`config.mk`:
```
export PLATFORM = sky130hd
export DESIGN_NAME = hbridge_quad
export DESIGN_NICKNAME = d
export VERILOG_FILES = /design/src/rtl/hbridge_pkg.sv /design/src/rtl/hbridge_regs.sv /design/src/rtl/hbridge_timebase.sv /design/src/rtl/hbridge_chan.sv /design/src/rtl/hbridge_quad.sv
export SDC_FILE = /design/constraint.sdc
export NUM_CORES = 1
export LEC_CHECK = 0
export ABC_AREA = 1
export BUFFER_PORTS_ARGS = -buffer_cell sky130_fd_sc_hd__buf_2
export CORE_MARGIN = 1
export CORE_UTILIZATION = 62
export CTS_CLUSTER_DIAMETER = 50
export DETAILED_ROUTE_END_ITERATION = 6
export HOLD_SLACK_MARGIN = 0.08
export PLACE_DENSITY = 0.8
export SYNTH_ARGS = -nofsm -noshare
export SYNTH_HDL_FRONTEND = slang
export SYNTH_SLANG_ARGS = --single-unit
```
`constraint.sdc`:
```
create_clock -name clk -period 1.91 [get_ports clk]
set_input_delay 0.382 -clock clk [delete_from_list [all_inputs] [get_ports clk]]
set_output_delay 0.382 -clock clk [all_outputs]
set_load 0.02 [all_outputs]
```
`src/rtl/hbridge_pkg.sv`:
```
package hbridge_pkg;
  localparam int DUTY_W = 8;
  localparam int ADDR_W = 3;
  localparam int CNT_MAX = (1 << DUTY_W) - 2;

  localparam logic [ADDR_W-1:0] ADR_CTRL   = 3'd4;
  localparam logic [ADDR_W-1:0] ADR_BRAKE  = 3'd5;
  localparam logic [ADDR_W-1:0] ADR_DIV_LO = 3'd6;
  localparam logic [ADDR_W-1:0] ADR_DIV_HI = 3'd7;

  typedef struct packed {
    logic              run;
    logic              dir;
    logic [DUTY_W-1:0] duty;
  } chan_cfg_t;
endpackage

```
`src/rtl/hbridge_regs.sv`:
```
module hbridge_regs
  import hbridge_pkg::*;
#(
  parameter int N_CH  = 4,
  parameter int DIV_W = 16
) (
  input  logic                   clk,
  input  logic                   rst,
  input  logic                   wr_en,
  input  logic [ADDR_W-1:0]      wr_addr,
  input  logic [DUTY_W-1:0]      wr_data,
  output chan_cfg_t [N_CH-1:0]   cfg_o,
  output logic [N_CH-1:0]        brake_o,
  output logic [DIV_W-1:0]       div_o
);
  chan_cfg_t [N_CH-1:0] cfg_q;
  logic [N_CH-1:0]      brake_q;
  logic [DIV_W-1:0]     div_q;

  always_ff @(posedge clk) begin
    if (rst) begin
      cfg_q   <= '0;
      brake_q <= '0;
      div_q   <= '0;
    end else if (wr_en) begin
      for (int i = 0; i < N_CH; i++) begin
        if (wr_addr == ADDR_W'(i)) cfg_q[i].duty <= wr_data;
      end
      if (wr_addr == ADR_CTRL) begin
        for (int i = 0; i < N_CH; i++) begin
          cfg_q[i].run <= wr_data[i];
          cfg_q[i].dir <= wr_data[4+i];
        end
      end
      if (wr_addr == ADR_BRAKE) brake_q <= wr_data[N_CH-1:0];
      if (wr_addr == ADR_DIV_LO) div_q[7:0] <= wr_data;
      if (wr_addr == ADR_DIV_HI) div_q[DIV_W-1:8] <= wr_data[DIV_W-9:0];
    end
  end

  assign cfg_o   = cfg_q;
  assign brake_o = brake_q;
  assign div_o   = div_q;
endmodule

```
`src/rtl/hbridge_timebase.sv`:
```
module hbridge_timebase
  import hbridge_pkg::*;
#(
  parameter int DIV_W = 16
) (
  input  logic              clk,
  input  logic              rst,
  input  logic [DIV_W-1:0]  div_i,
  output logic [DUTY_W-1:0] cnt_o,
  output logic              wrap_o
);
  logic [DIV_W-1:0]  pre_q;
  logic [DUTY_W-1:0] cnt_q;
  logic              tick;

  assign tick = (pre_q >= div_i);

  always_ff @(posedge clk) begin
    if (rst) begin
      pre_q <= '0;
      cnt_q <= '0;
    end else if (tick) begin
      pre_q <= '0;
      cnt_q <= (cnt_q == DUTY_W'(CNT_MAX)) ? '0 : cnt_q + 1'b1;
    end else begin
      pre_q <= pre_q + 1'b1;
    end
  end

  assign cnt_o  = cnt_q;
  assign wrap_o = tick && (cnt_q == DUTY_W'(CNT_MAX));

  AST_CNT_RANGE: assert property (@(posedge clk) disable iff (rst)
    cnt_q <= DUTY_W'(CNT_MAX));
  AST_WRAP_RESTART: assert property (@(posedge clk) disable iff (rst)
    wrap_o |=> (cnt_q == '0));
endmodule

```
`src/rtl/hbridge_chan.sv`:
```
module hbridge_chan
  import hbridge_pkg::*;
(
  input  logic              clk,
  input  logic              rst,
  input  chan_cfg_t         cfg_i,
  input  logic              brake_i,
  input  logic [DUTY_W-1:0] cnt_i,
  input  logic              wrap_i,
  output logic              in1_o,
  output logic              in2_o,
  output logic              en_o
);
  chan_cfg_t sh_q;
  logic      in1_d, in2_d, en_d;
  logic      in1_q, in2_q, en_q;

  always_ff @(posedge clk) begin
    if (rst)         sh_q <= '0;
    else if (wrap_i) sh_q <= cfg_i;
  end

  always_comb begin
    if (brake_i) begin
      in1_d = 1'b0;
      in2_d = 1'b0;
      en_d  = 1'b1;
    end else if (!sh_q.run) begin
      in1_d = 1'b0;
      in2_d = 1'b0;
      en_d  = 1'b0;
    end else begin
      in1_d = ~sh_q.dir;
      in2_d = sh_q.dir;
      en_d  = (cnt_i < sh_q.duty);
    end
  end

  always_ff @(posedge clk) begin
    if (rst) begin
      in1_q <= 1'b0;
      in2_q <= 1'b0;
      en_q  <= 1'b0;
    end else begin
      in1_q <= in1_d;
      in2_q <= in2_d;
      en_q  <= en_d;
    end
  end

  assign in1_o = in1_q;
  assign in2_o = in2_q;
  assign en_o  = en_q;

  AST_LEG_EXCL: assert property (@(posedge clk) disable iff (rst)
    !(in1_q && in2_q));
  AST_BRAKE_WINS: assert property (@(posedge clk) disable iff (rst)
    brake_i |=> (en_q && !in1_q && !in2_q));
  AST_COAST: assert property (@(posedge clk) disable iff (rst)
    (!brake_i && !sh_q.run) |=> (!en_q && !in1_q && !in2_q));
  AST_DUTY_ZERO: assert property (@(posedge clk) disable iff (rst)
    (!brake_i && sh_q.duty == '0) |=> !en_q);
  AST_DUTY_FULL: assert property (@(posedge clk) disable iff (rst)
    (!brake_i && sh_q.run && (&sh_q.duty)) |=> en_q);
  AST_DIR_DEFER: assert property (@(posedge clk) disable iff (rst)
    (!brake_i && sh_q.run && !wrap_i && cfg_i.dir != sh_q.dir)
      |=> (in2_q != $past(cfg_i.dir)));
endmodule

```
`src/rtl/hbridge_quad.sv`:
```
module hbridge_quad
  import hbridge_pkg::*;
#(
  parameter int N_CH  = 4,
  parameter int DIV_W = 16
) (
  input  logic                   clk,
  input  logic                   rst,
  input  logic                   wr_en,
  input  logic [2:0]             wr_addr,
  input  logic [7:0]             wr_data,
  output logic [N_CH-1:0]        drv_in1,
  output logic [N_CH-1:0]        drv_in2,
  output logic [N_CH-1:0]        drv_en
);
  chan_cfg_t [N_CH-1:0] cfg;
  logic [N_CH-1:0]      brake;
  logic [DIV_W-1:0]     div;
  logic [DUTY_W-1:0]    cnt;
  logic                 wrap;

  hbridge_regs #(.N_CH(N_CH), .DIV_W(DIV_W)) u_regs (
    .clk(clk), .rst(rst), .wr_en(wr_en), .wr_addr(wr_addr),
    .wr_data(wr_data), .cfg_o(cfg), .brake_o(brake), .div_o(div)
  );

  hbridge_timebase #(.DIV_W(DIV_W)) u_tb (
    .clk(clk), .rst(rst), .div_i(div), .cnt_o(cnt), .wrap_o(wrap)
  );

  for (genvar g = 0; g < N_CH; g++) begin : g_ch
    hbridge_chan u_ch (
      .clk(clk), .rst(rst), .cfg_i(cfg[g]), .brake_i(brake[g]),
      .cnt_i(cnt), .wrap_i(wrap),
      .in1_o(drv_in1[g]), .in2_o(drv_in2[g]), .en_o(drv_en[g])
    );
  end
endmodule

```
==> impl_metrics.prom, run 1 <==
# TYPE chip_impl_metric gauge
chip_impl_info{name="run_status",value="finished with violations"} 1
chip_impl_info{name="failed_checks",value="negative setup slack"} 1
chip_impl_metric{name="cts.reportedPaths.clkPinSlew",unit="ns"} 0.06
chip_impl_metric{name="cp_data_required_time",unit="ns"} 2.35
chip_impl_info{name="hold_end",value="u_tb.cnt_o[5]"} 1
chip_impl_metric{name="final.setup.tns",unit="ns"} -0.01902
chip_impl_metric{name="clk_network_pwr_share",unit="%"} 42.9
chip_impl_metric{name="drv_cap",unit=""} 0
chip_impl_metric{name="grt_overflow",unit=""} 0
chip_impl_metric{name="drtPass1Iterations",unit=""} 6
chip_impl_metric{name="synth-edff-count",unit=""} 0
chip_impl_metric{name="grt_first_pass_wirelength",unit="um"} 24710
chip_impl_info{name="ys.flop_type",value="dfxtp_1"} 1
chip_impl_metric{name="grt_use_total",unit="%"} 29.16
chip_impl_metric{name="setup-violations-final",unit=""} 2
chip_impl_metric{name="internal_reg_to_reg_setup_slack",unit="ns"} -0.02
chip_impl_info{name="synth_top_cell_by_area",value="dfxtp_1"} 1
chip_impl_metric{name="synthCells",unit=""} 854
chip_impl_metric{name="number_of_synthesized_register_bits",unit=""} 136
chip_impl_metric{name="detailedPlacementHpwl",unit="um"} 9986
chip_impl_metric{name="postSynthAreaPerCell",unit="um^2"} 7.627
chip_impl_metric{name="detail-route-antenna-nets",unit=""} 0
chip_impl_info{name="worstSetupPathType",value="reg2reg"} 1
chip_impl_metric{name="design.core.area",unit="mm^2"} 0.01028
chip_impl_info{name="rsz_0062_raised_after_global_routing",value="true"} 1
chip_impl_metric{name="design.die.area",unit="mm^2"} 0.01092
chip_impl_info{name="critical_path.slowest_cell",value="ha_1"} 1
chip_impl_info{name="layout_common_cells",value="dfxtp_1 (126), inv_1 (122), a21oi_1 (100)"} 1
chip_impl_info{name="endpoint_kind",value="register"} 1
chip_impl_metric{name="synth.cell_area",unit="mm^2"} 0.006514
chip_impl_metric{name="swShare",unit="%"} 27.08
chip_impl_metric{name="final_core_utilization",unit="%"} 76.11
chip_impl_metric{name="async_flop_share",unit="%"} 0
chip_impl_metric{name="worstPathBufferInverterCount",unit=""} 4
chip_impl_metric{name="die_h",unit="um"} 104.5
chip_impl_metric{name="grt_antenna_before_repair",unit=""} 0
chip_impl_metric{name="switching_power",unit="mW"} 1.980
chip_impl_metric{name="timing_hold_violations_final",unit=""} 0
chip_impl_metric{name="final_cell_area",unit="mm^2"} 0.007823
chip_impl_metric{name="cts-htree-levels",unit=""} 4
chip_impl_metric{name="placement_rows",unit=""} 37
chip_impl_metric{name="synth_warnings",unit=""} 0
chip_impl_metric{name="fin_total_pwr",unit="mW"} 7.309
chip_impl_metric{name="top_level_ports",unit=""} 26
chip_impl_metric{name="totalWireLength",unit="um"} 17690
chip_impl_info{name="layout_commonest_cell",value="dfxtp_1"} 1
chip_impl_metric{name="combPwrFrac",unit="%"} 16.9
chip_impl_metric{name="maxSlewViolCount",unit=""} 0
chip_impl_metric{name="routedWlPerCell",unit="um"} 17.16
chip_impl_metric{name="synth_seq_area_share",unit="%"} 41.80
chip_impl_metric{name="timing_worst_slew_pin_value",unit="ns"} 0.5200
chip_impl_info{name="synthTopCellsByArea",value="dfxtp_1 (42%), ha_1 (9.0%), a21oi_1 (8.8%), inv_1 (7.4%), nand2_1 (5.4%)"} 1
chip_impl_info{name="rr_endpoint",value="g_ch[3].u_ch.sh_q[0]"} 1
chip_impl_info{name="reg2reg_from",value="u_regs.div_o[9]"} 1
chip_impl_metric{name="period_minus_slack",unit="ns"} 1.928
chip_impl_metric{name="clock_tree.buffer_depth",unit=""} 2
chip_impl_metric{name="drt_first_iter_violations",unit=""} 708
chip_impl_metric{name="routed-via-count",unit=""} 5975
chip_impl_metric{name="fmax",unit="MHz"} 518.7
chip_impl_metric{name="synth_nets",unit=""} 915
chip_impl_metric{name="yosys.cell_types.count",unit=""} 33
chip_impl_info{name="worstPathCellList",value="inv_1 > ha_1 > nand2_1 > inv_2 > o21bai_4 > a21oi_2 > nor2_4 > buf_6 > nand2_8 > clkbuf_16 > a21oi_1 > nor2_1"} 1
chip_impl_metric{name="final_critical_path_setup_slack",unit="ns"} -0.01794
chip_impl_metric{name="num-nets-final",unit=""} 943
chip_impl_metric{name="floorplan.initialDensity",unit="%"} 63.38
chip_impl_metric{name="total_leakage_power",unit="nW"} 3.099
chip_impl_metric{name="yosysTopAreaCellShare",unit="%"} 41.80
chip_impl_metric{name="max_slew_margin",unit="%"} 65.29
chip_impl_metric{name="grt_start_max_net_pins",unit=""} 84
chip_impl_metric{name="layout-drive-gt1-share",unit="%"} 18.77
chip_impl_metric{name="clock-skew-final",unit="ns"} 0.009516
chip_impl_info{name="tritoncts",value="built"} 1
chip_impl_metric{name="irDropWorstVdd",unit="mV"} 0.6597
chip_impl_metric{name="p_per_area",unit="mW/mm^2"} 934.4
chip_impl_metric{name="fill_cells",unit=""} 683
chip_impl_info{name="worst_hold_startpoint",value="rst"} 1
chip_impl_metric{name="place.gp.congestion",unit=""} 0.8830
chip_impl_metric{name="worstPathArrival",unit="ns"} 2.36
chip_impl_metric{name="power.share.sequential",unit="%"} 40.2
chip_impl_metric{name="chipWidth",unit="um"} 104.5
chip_impl_metric{name="reg2reg_path_depth",unit=""} 12
chip_impl_metric{name="whs",unit="ns"} 0.1677
chip_impl_metric{name="number_of_clock_sinks",unit=""} 136
chip_impl_metric{name="cts-buffers-inserted",unit=""} 17
chip_impl_info{name="clock-root-buffer",value="clkbuf_8"} 1
chip_impl_metric{name="area_delta_synth_final",unit="%"} 20.09
chip_impl_metric{name="area_taken_by_flip_flops_and_latches",unit="mm^2"} 0.002738
chip_impl_metric{name="hold_depth",unit=""} 2
chip_impl_metric{name="cts_hold_repair.buffers",unit=""} 0
chip_impl_info{name="critical_path.startpoint_type",value="register"} 1
chip_impl_metric{name="critical_path_peak_fanout",unit=""} 10
chip_impl_metric{name="area_of_combinational_cells_with_multiple_inputs",unit="mm^2"} 0.003239
chip_impl_metric{name="drc",unit=""} 0
chip_impl_metric{name="worst_skew_pair.late_latency",unit="ns"} 0.55
chip_impl_metric{name="placed_cell_area",unit="mm^2"} 0.006678
chip_impl_metric{name="port-buffer-count",unit=""} 25
chip_impl_metric{name="diodes",unit=""} 0
chip_impl_metric{name="vias_in_the_first_global_route",unit=""} 5207
chip_impl_info{name="critPathTopFamily",value="buffers and inverters"} 1
chip_impl_metric{name="internal-power",unit="mW"} 5.330
chip_impl_metric{name="critical-path-max-stage-delay",unit="ns"} 0.31
chip_impl_metric{name="period_utilization",unit="%"} 100.9
chip_impl_info{name="worstHoldPathType",value="in2reg"} 1
chip_impl_metric{name="post_drt_via_cell_ratio",unit=""} 5.795
==> power groups by stage <==
stage               Sequential [mW]  Combinational (mW)  Clock [mW]
floorplan                      2.99               0.540           0
global placement               2.99               0.678           0
detailed placement             2.99               0.701           0
CTS                            2.93               0.782        3.13
global route                   2.94                1.29        3.26
finish                         2.94                1.23        3.14
==> sequential cells by signal, summed over array words and instances (netlist names) <==
name             flops
g_ch.u_ch.en_o       4
g_ch.u_ch.in1_o      4
g_ch.u_ch.in2_o      4
g_ch.u_ch.sh_q      40
u_regs.brake_o       4
u_regs.cfg_o        40
u_regs.div_o        16
u_tb.cnt_o           8
u_tb.pre_q          16
==> cells by family (layout without fill, tap and decap cells) <==
kind of cell,after synthesis,in the layout,synth area share (%)
compound gates,207,207,17.17
xor+xnor,11,11,1.479
fa+ha+maj,47,47,9.028
buf+inv,180,219,12.31
flops,136,136,41.80
simple gates,273,275,18.21
==> worst max-delay path by stage <==
stage	startpoint	to	slack [ns]	depth (start not counted)
floorplan	u_regs.div_o[11]	g_ch[0].u_ch.sh_q[1]	0.25	12
global route	u_tb.pre_q[0]	g_ch[3].u_ch.sh_q[0]	-0.09	13
global placement	u_regs.div_o[1]	g_ch[3].u_ch.sh_q[2]	0.1	14
finish	u_regs.div_o[9]	g_ch[3].u_ch.sh_q[0]	-0.02	12
CTS	u_regs.div_o[15]	g_ch[3].u_ch.sh_q[1]	0.0005	9
detailed placement	u_regs.div_o[15]	g_ch[3].u_ch.sh_q[2]	0.03	10
==> worst reg2reg max path: cells and delay by family, from the launching register on <==
kind            cells  cell delay (ns)
fa+ha+maj           1             0.31
compound gates      3             0.37
buf+inv             4             0.43
flops               1             0.30
simple gates        4             0.40
==> timing repair <==
action	in CTS	in global routing
setup endpoints to repair	4	61
pin swaps	0	17
buffers inserted	1	5
gates resized for setup	4	60
cloned	1	11
==> synth_stat cells, types with 2 or more instances <==
| cell type | count |
|---|---|
| a211oi_1 | 4 |
| a21oi_1 | 114 |
| a21oi_2 | 14 |
| buf_1 | 4 |
| buf_2 | 13 |
| buf_4 | 13 |
| buf_6 | 6 |
| clkbuf_1 | 13 |
| dfxtp_1 | 136 |
| ha_1 | 47 |
| inv_1 | 128 |
| inv_2 | 2 |
| nand2_1 | 94 |
| nand2_2 | 3 |
| nand3_1 | 66 |
| nand4_1 | 9 |
| nor2_1 | 87 |
| nor2_2 | 2 |
| nor2_4 | 2 |
| nor3_1 | 3 |
| nor3b_1 | 2 |
| o21ai_0 | 70 |
| or2_2 | 3 |
| xnor2_1 | 2 |
| xor2_1 | 9 |
==> through the flow <==
step / cells / setup slack [ns]
floorplan: 854 / 0.2489
global placement: 981 / 0.09513
detailed placement: 981 / 0.03344
CTS: 1015 / 0.0004567
global route: 1031 / -0.08936
finish: 1031 / -0.01794
==> area by class of cell <==
class | count | share of cell area [%]
clock inverter | 10 | 1.200
inverter | 130 | 6.238
sequential | 136 | 35.00
tap | 136 | 2.175
multi-input combinational | 540 | 41.41
timing repair buffer | 57 | 7.806
clock buffer | 22 | 6.174
==> layer usage <==
metal	share of wire (%)	GRT usage (%)	up-vias
met5	0	0	-
met2	47	45.70	303
li1	-	-	2824
met1	40	37.34	2770
met4	4.1	13.47	0
met3	8.6	7.832	78
Power figures use the tool's default switching activity.
==> inputs of run 2 (changes only) <==
--- a/config.mk
+++ b/config.mk
@@ -8,11 +8,11 @@
 export ABC_AREA = 1
 export BUFFER_PORTS_ARGS = -buffer_cell sky130_fd_sc_hd__buf_2
 export CORE_MARGIN = 1
-export CORE_UTILIZATION = 62
+export CORE_UTILIZATION = 56
 export CTS_CLUSTER_DIAMETER = 50
 export DETAILED_ROUTE_END_ITERATION = 6
 export HOLD_SLACK_MARGIN = 0.08
-export PLACE_DENSITY = 0.8
+export PLACE_DENSITY = 0.76
 export SYNTH_ARGS = -nofsm -noshare
 export SYNTH_HDL_FRONTEND = slang
 export SYNTH_SLANG_ARGS = --single-unit
==> constraint.sdc (replaced) <==
create_clock -name clk -period 1.7 [get_ports clk]
set_input_delay 0.34 -clock clk [delete_from_list [all_inputs] [get_ports clk]]
set_output_delay 0.34 -clock clk [all_outputs]
set_load 0.02 [all_outputs]
==> run 2 against run 1 <==
  * The flow still finishes with violations (negative setup slack)
  * Via count is 6.5% lower
  * Setup slack lost 0.15 ns
  * Power up 10%
  * Largest power group unchanged
  * Highest routed layer unchanged
==> impl_metrics.prom, run 2 (same netlist as run 1, synthesis figures left out) <==
# TYPE chip_impl_metric gauge
chip_impl_info{name="run_status",value="finished with violations"} 1
chip_impl_info{name="failed_checks",value="negative setup slack"} 1
chip_impl_metric{name="cts-buffers-inserted",unit=""} 17
chip_impl_info{name="layout_commonest_cell",value="dfxtp_1"} 1
chip_impl_metric{name="placement_rows",unit=""} 39
chip_impl_metric{name="clock-skew-final",unit="ns"} 0.01140
chip_impl_metric{name="grt_first_pass_wirelength",unit="um"} 23840
chip_impl_metric{name="top_level_ports",unit=""} 26
chip_impl_metric{name="number_of_clock_sinks",unit=""} 136
chip_impl_info{name="tritoncts",value="built"} 1
chip_impl_metric{name="worstPathBufferInverterCount",unit=""} 1
chip_impl_metric{name="worstPathArrival",unit="ns"} 2.19
chip_impl_metric{name="design.core.area",unit="mm^2"} 0.01137
chip_impl_metric{name="grt_overflow",unit=""} 0
chip_impl_info{name="critPathTopFamily",value="compound AO/OA/AOI/OAI gates"} 1
chip_impl_metric{name="irDropWorstVdd",unit="mV"} 0.7249
chip_impl_metric{name="grt_use_total",unit="%"} 26.29
chip_impl_metric{name="internal_reg_to_reg_setup_slack",unit="ns"} -0.17
chip_impl_metric{name="detail-route-antenna-nets",unit=""} 0
chip_impl_info{name="worstSetupPathType",value="reg2reg"} 1
chip_impl_metric{name="clock_tree.buffer_depth",unit=""} 2
chip_impl_metric{name="floorplan.initialDensity",unit="%"} 57.29
chip_impl_metric{name="fmax",unit="MHz"} 534.1
chip_impl_metric{name="final_cell_area",unit="mm^2"} 0.007871
chip_impl_info{name="layout_common_cells",value="dfxtp_1 (131), inv_1 (124), a21oi_1 (105)"} 1
chip_impl_metric{name="design.die.area",unit="mm^2"} 0.01207
chip_impl_metric{name="port-buffer-count",unit=""} 25
chip_impl_metric{name="hold_depth",unit=""} 3
chip_impl_metric{name="timing_hold_violations_final",unit=""} 0
chip_impl_metric{name="post_drt_via_cell_ratio",unit=""} 5.274
chip_impl_metric{name="final_core_utilization",unit="%"} 69.23
chip_impl_metric{name="critical-path-max-stage-delay",unit="ns"} 0.40
chip_impl_info{name="critical_path.startpoint_type",value="register"} 1
chip_impl_metric{name="fill_cells",unit=""} 890
chip_impl_metric{name="max_slew_margin",unit="%"} 65.62
chip_impl_metric{name="routed-via-count",unit=""} 5585
chip_impl_metric{name="drtPass1Iterations",unit=""} 5
chip_impl_metric{name="setup-violations-final",unit=""} 64
chip_impl_info{name="rsz_0062_raised_after_global_routing",value="true"} 1
chip_impl_metric{name="final_critical_path_setup_slack",unit="ns"} -0.1723
chip_impl_metric{name="reg2reg_path_depth",unit=""} 8
chip_impl_metric{name="cp_data_required_time",unit="ns"} 2.02
chip_impl_metric{name="routedWlPerCell",unit="um"} 14.66
chip_impl_metric{name="drt_first_iter_violations",unit=""} 509
chip_impl_metric{name="detailedPlacementHpwl",unit="um"} 10010
chip_impl_info{name="critical-path-top-cell-by-count",value="a21oi_1"} 1
chip_impl_metric{name="totalWireLength",unit="um"} 15520
chip_impl_metric{name="worst_skew_pair.late_latency",unit="ns"} 0.43
chip_impl_info{name="endpoint_kind",value="register"} 1
chip_impl_metric{name="period_minus_slack",unit="ns"} 1.872
chip_impl_metric{name="vias_in_the_first_global_route",unit=""} 4936
chip_impl_info{name="hold_end",value="u_tb.cnt_o[5]"} 1
chip_impl_metric{name="cts.reportedPaths.clkPinSlew",unit="ns"} 0.06
chip_impl_info{name="rr_endpoint",value="g_ch[3].u_ch.sh_q[1]"} 1
chip_impl_metric{name="place.gp.congestion",unit=""} 0.8296
chip_impl_metric{name="timing_worst_slew_pin_value",unit="ns"} 0.5151
chip_impl_metric{name="p_per_area",unit="mW/mm^2"} 1024
chip_impl_metric{name="layout-drive-gt1-share",unit="%"} 19.43
chip_impl_metric{name="drc",unit=""} 0
chip_impl_info{name="worstPathCellList",value="ha_4 > a21oi_1 > o21ai_1 > nor2_4 > nand2_8 > buf_16 > a21oi_1 > nor2_1"} 1
chip_impl_info{name="worst_hold_startpoint",value="rst"} 1
chip_impl_metric{name="area_delta_synth_final",unit="%"} 20.84
chip_impl_metric{name="grt_antenna_before_repair",unit=""} 0
chip_impl_metric{name="cts-htree-levels",unit=""} 4
chip_impl_info{name="reg2reg_from",value="u_tb.pre_q[15]"} 1
chip_impl_metric{name="critical_path_peak_fanout",unit=""} 26
chip_impl_metric{name="placed_cell_area",unit="mm^2"} 0.006932
chip_impl_info{name="critical_path.slowest_cell",value="dfxtp_1"} 1
chip_impl_info{name="worstHoldPathType",value="in2reg"} 1
chip_impl_metric{name="diodes",unit=""} 0
chip_impl_metric{name="chipWidth",unit="um"} 109.9
chip_impl_metric{name="maxSlewViolCount",unit=""} 0
chip_impl_metric{name="drv_cap",unit=""} 0
chip_impl_info{name="clock-root-buffer",value="clkbuf_16"} 1
chip_impl_metric{name="grt_start_max_net_pins",unit=""} 60
chip_impl_metric{name="die_h",unit="um"} 109.9
chip_impl_metric{name="num-nets-final",unit=""} 964
chip_impl_metric{name="period_utilization",unit="%"} 110.1
chip_impl_metric{name="total_leakage_power",unit="nW"} 3.166
run 2: changes by cell type in the layout (fill, tap and decap cells not counted), moves of 5 or more:
cell       delta
a21oi_1       +5
a21oi_2       -6
buf_4        +29
dfxtp_1       +5
clkbuf_16     -5
run 2: worst reg2reg max path, stage by stage, from the launching register on:
cell and delay, ns:
dfxtp_1 0.40, ha_4 0.24, a21oi_1 0.20, o21ai_1 0.14
nor2_4 0.23, nand2_8 0.14, buf_16 0.20, a21oi_1 0.17
nor2_1 0.06
run 2: layout make-up:
class,count,area [um^2],area share [%]
tap,143,178.9,2.273
inverter,130,493.0,6.263
sequential,136,2729,34.67
clock inverter,12,141.4,1.796
clock buffer,20,456.7,5.802
multi-input combinational,538,3199,40.65
timing repair buffer,80,673.1,8.552
run 2: worst max path at each step:
| stage | from | end | slack [ns] | depth (start not counted) |
|---|---|---|---|---|
| floorplan | u_regs.div_o[11] | g_ch[0].u_ch.sh_q[1] | 0.04 | 12 |
| detailed placement | u_regs.div_o[15] | g_ch[2].u_ch.sh_q[8] | -0.15 | 10 |
| global placement | u_regs.div_o[11] | g_ch[2].u_ch.sh_q[8] | -0.07 | 11 |
| finish | u_tb.pre_q[15] | g_ch[3].u_ch.sh_q[1] | -0.17 | 8 |
| global route | u_regs.div_o[15] | g_ch[1].u_ch.sh_q[3] | -0.25 | 10 |
| CTS | u_regs.div_o[13] | g_ch[2].u_ch.sh_q[6] | -0.09 | 10 |
run 2: repair_timing:
action | CTS | global route
buffers inserted | 2 | 2
cloned | 2 | 2
setup endpoints to repair | 51 | 67
gates resized for setup | 23 | 33
pin swaps | 1 | 4
hold buffers | 0 | 0
run 2: metrics by stage:
step           setup TNS, ns  setup slack [ns]  instances  hold WS, ns  power [mW]
2_1_floorplan              0           0.03891        854       0.4129       3.971
3_3_place_gp          -1.287          -0.06665       1019       0.4254       4.175
3_5_place_dp          -4.642           -0.1519       1019       0.4289       4.186
4_1_cts               -2.454          -0.09305       1055       0.2635       7.946
5_1_grt               -11.46           -0.2543       1059       0.2738       8.316
6_report              -6.355           -0.1723       1059       0.2553       8.057
run 2: per-layer routing:
layer	part of all wire, %	GRT usage [%]	up-vias
met5	0	0	-
met4	1.5	7.714	0
met2	47	40.71	170
met1	46	35.92	2524
met3	5.9	6.698	21
li1	-	-	2870
run 2: power by group:
group	total, mW	internal [mW]	switching, mW
clock	3.69	2.26	1.43
combinational	1.08	0.427	0.656
sequential	3.29	3.26	0.0256
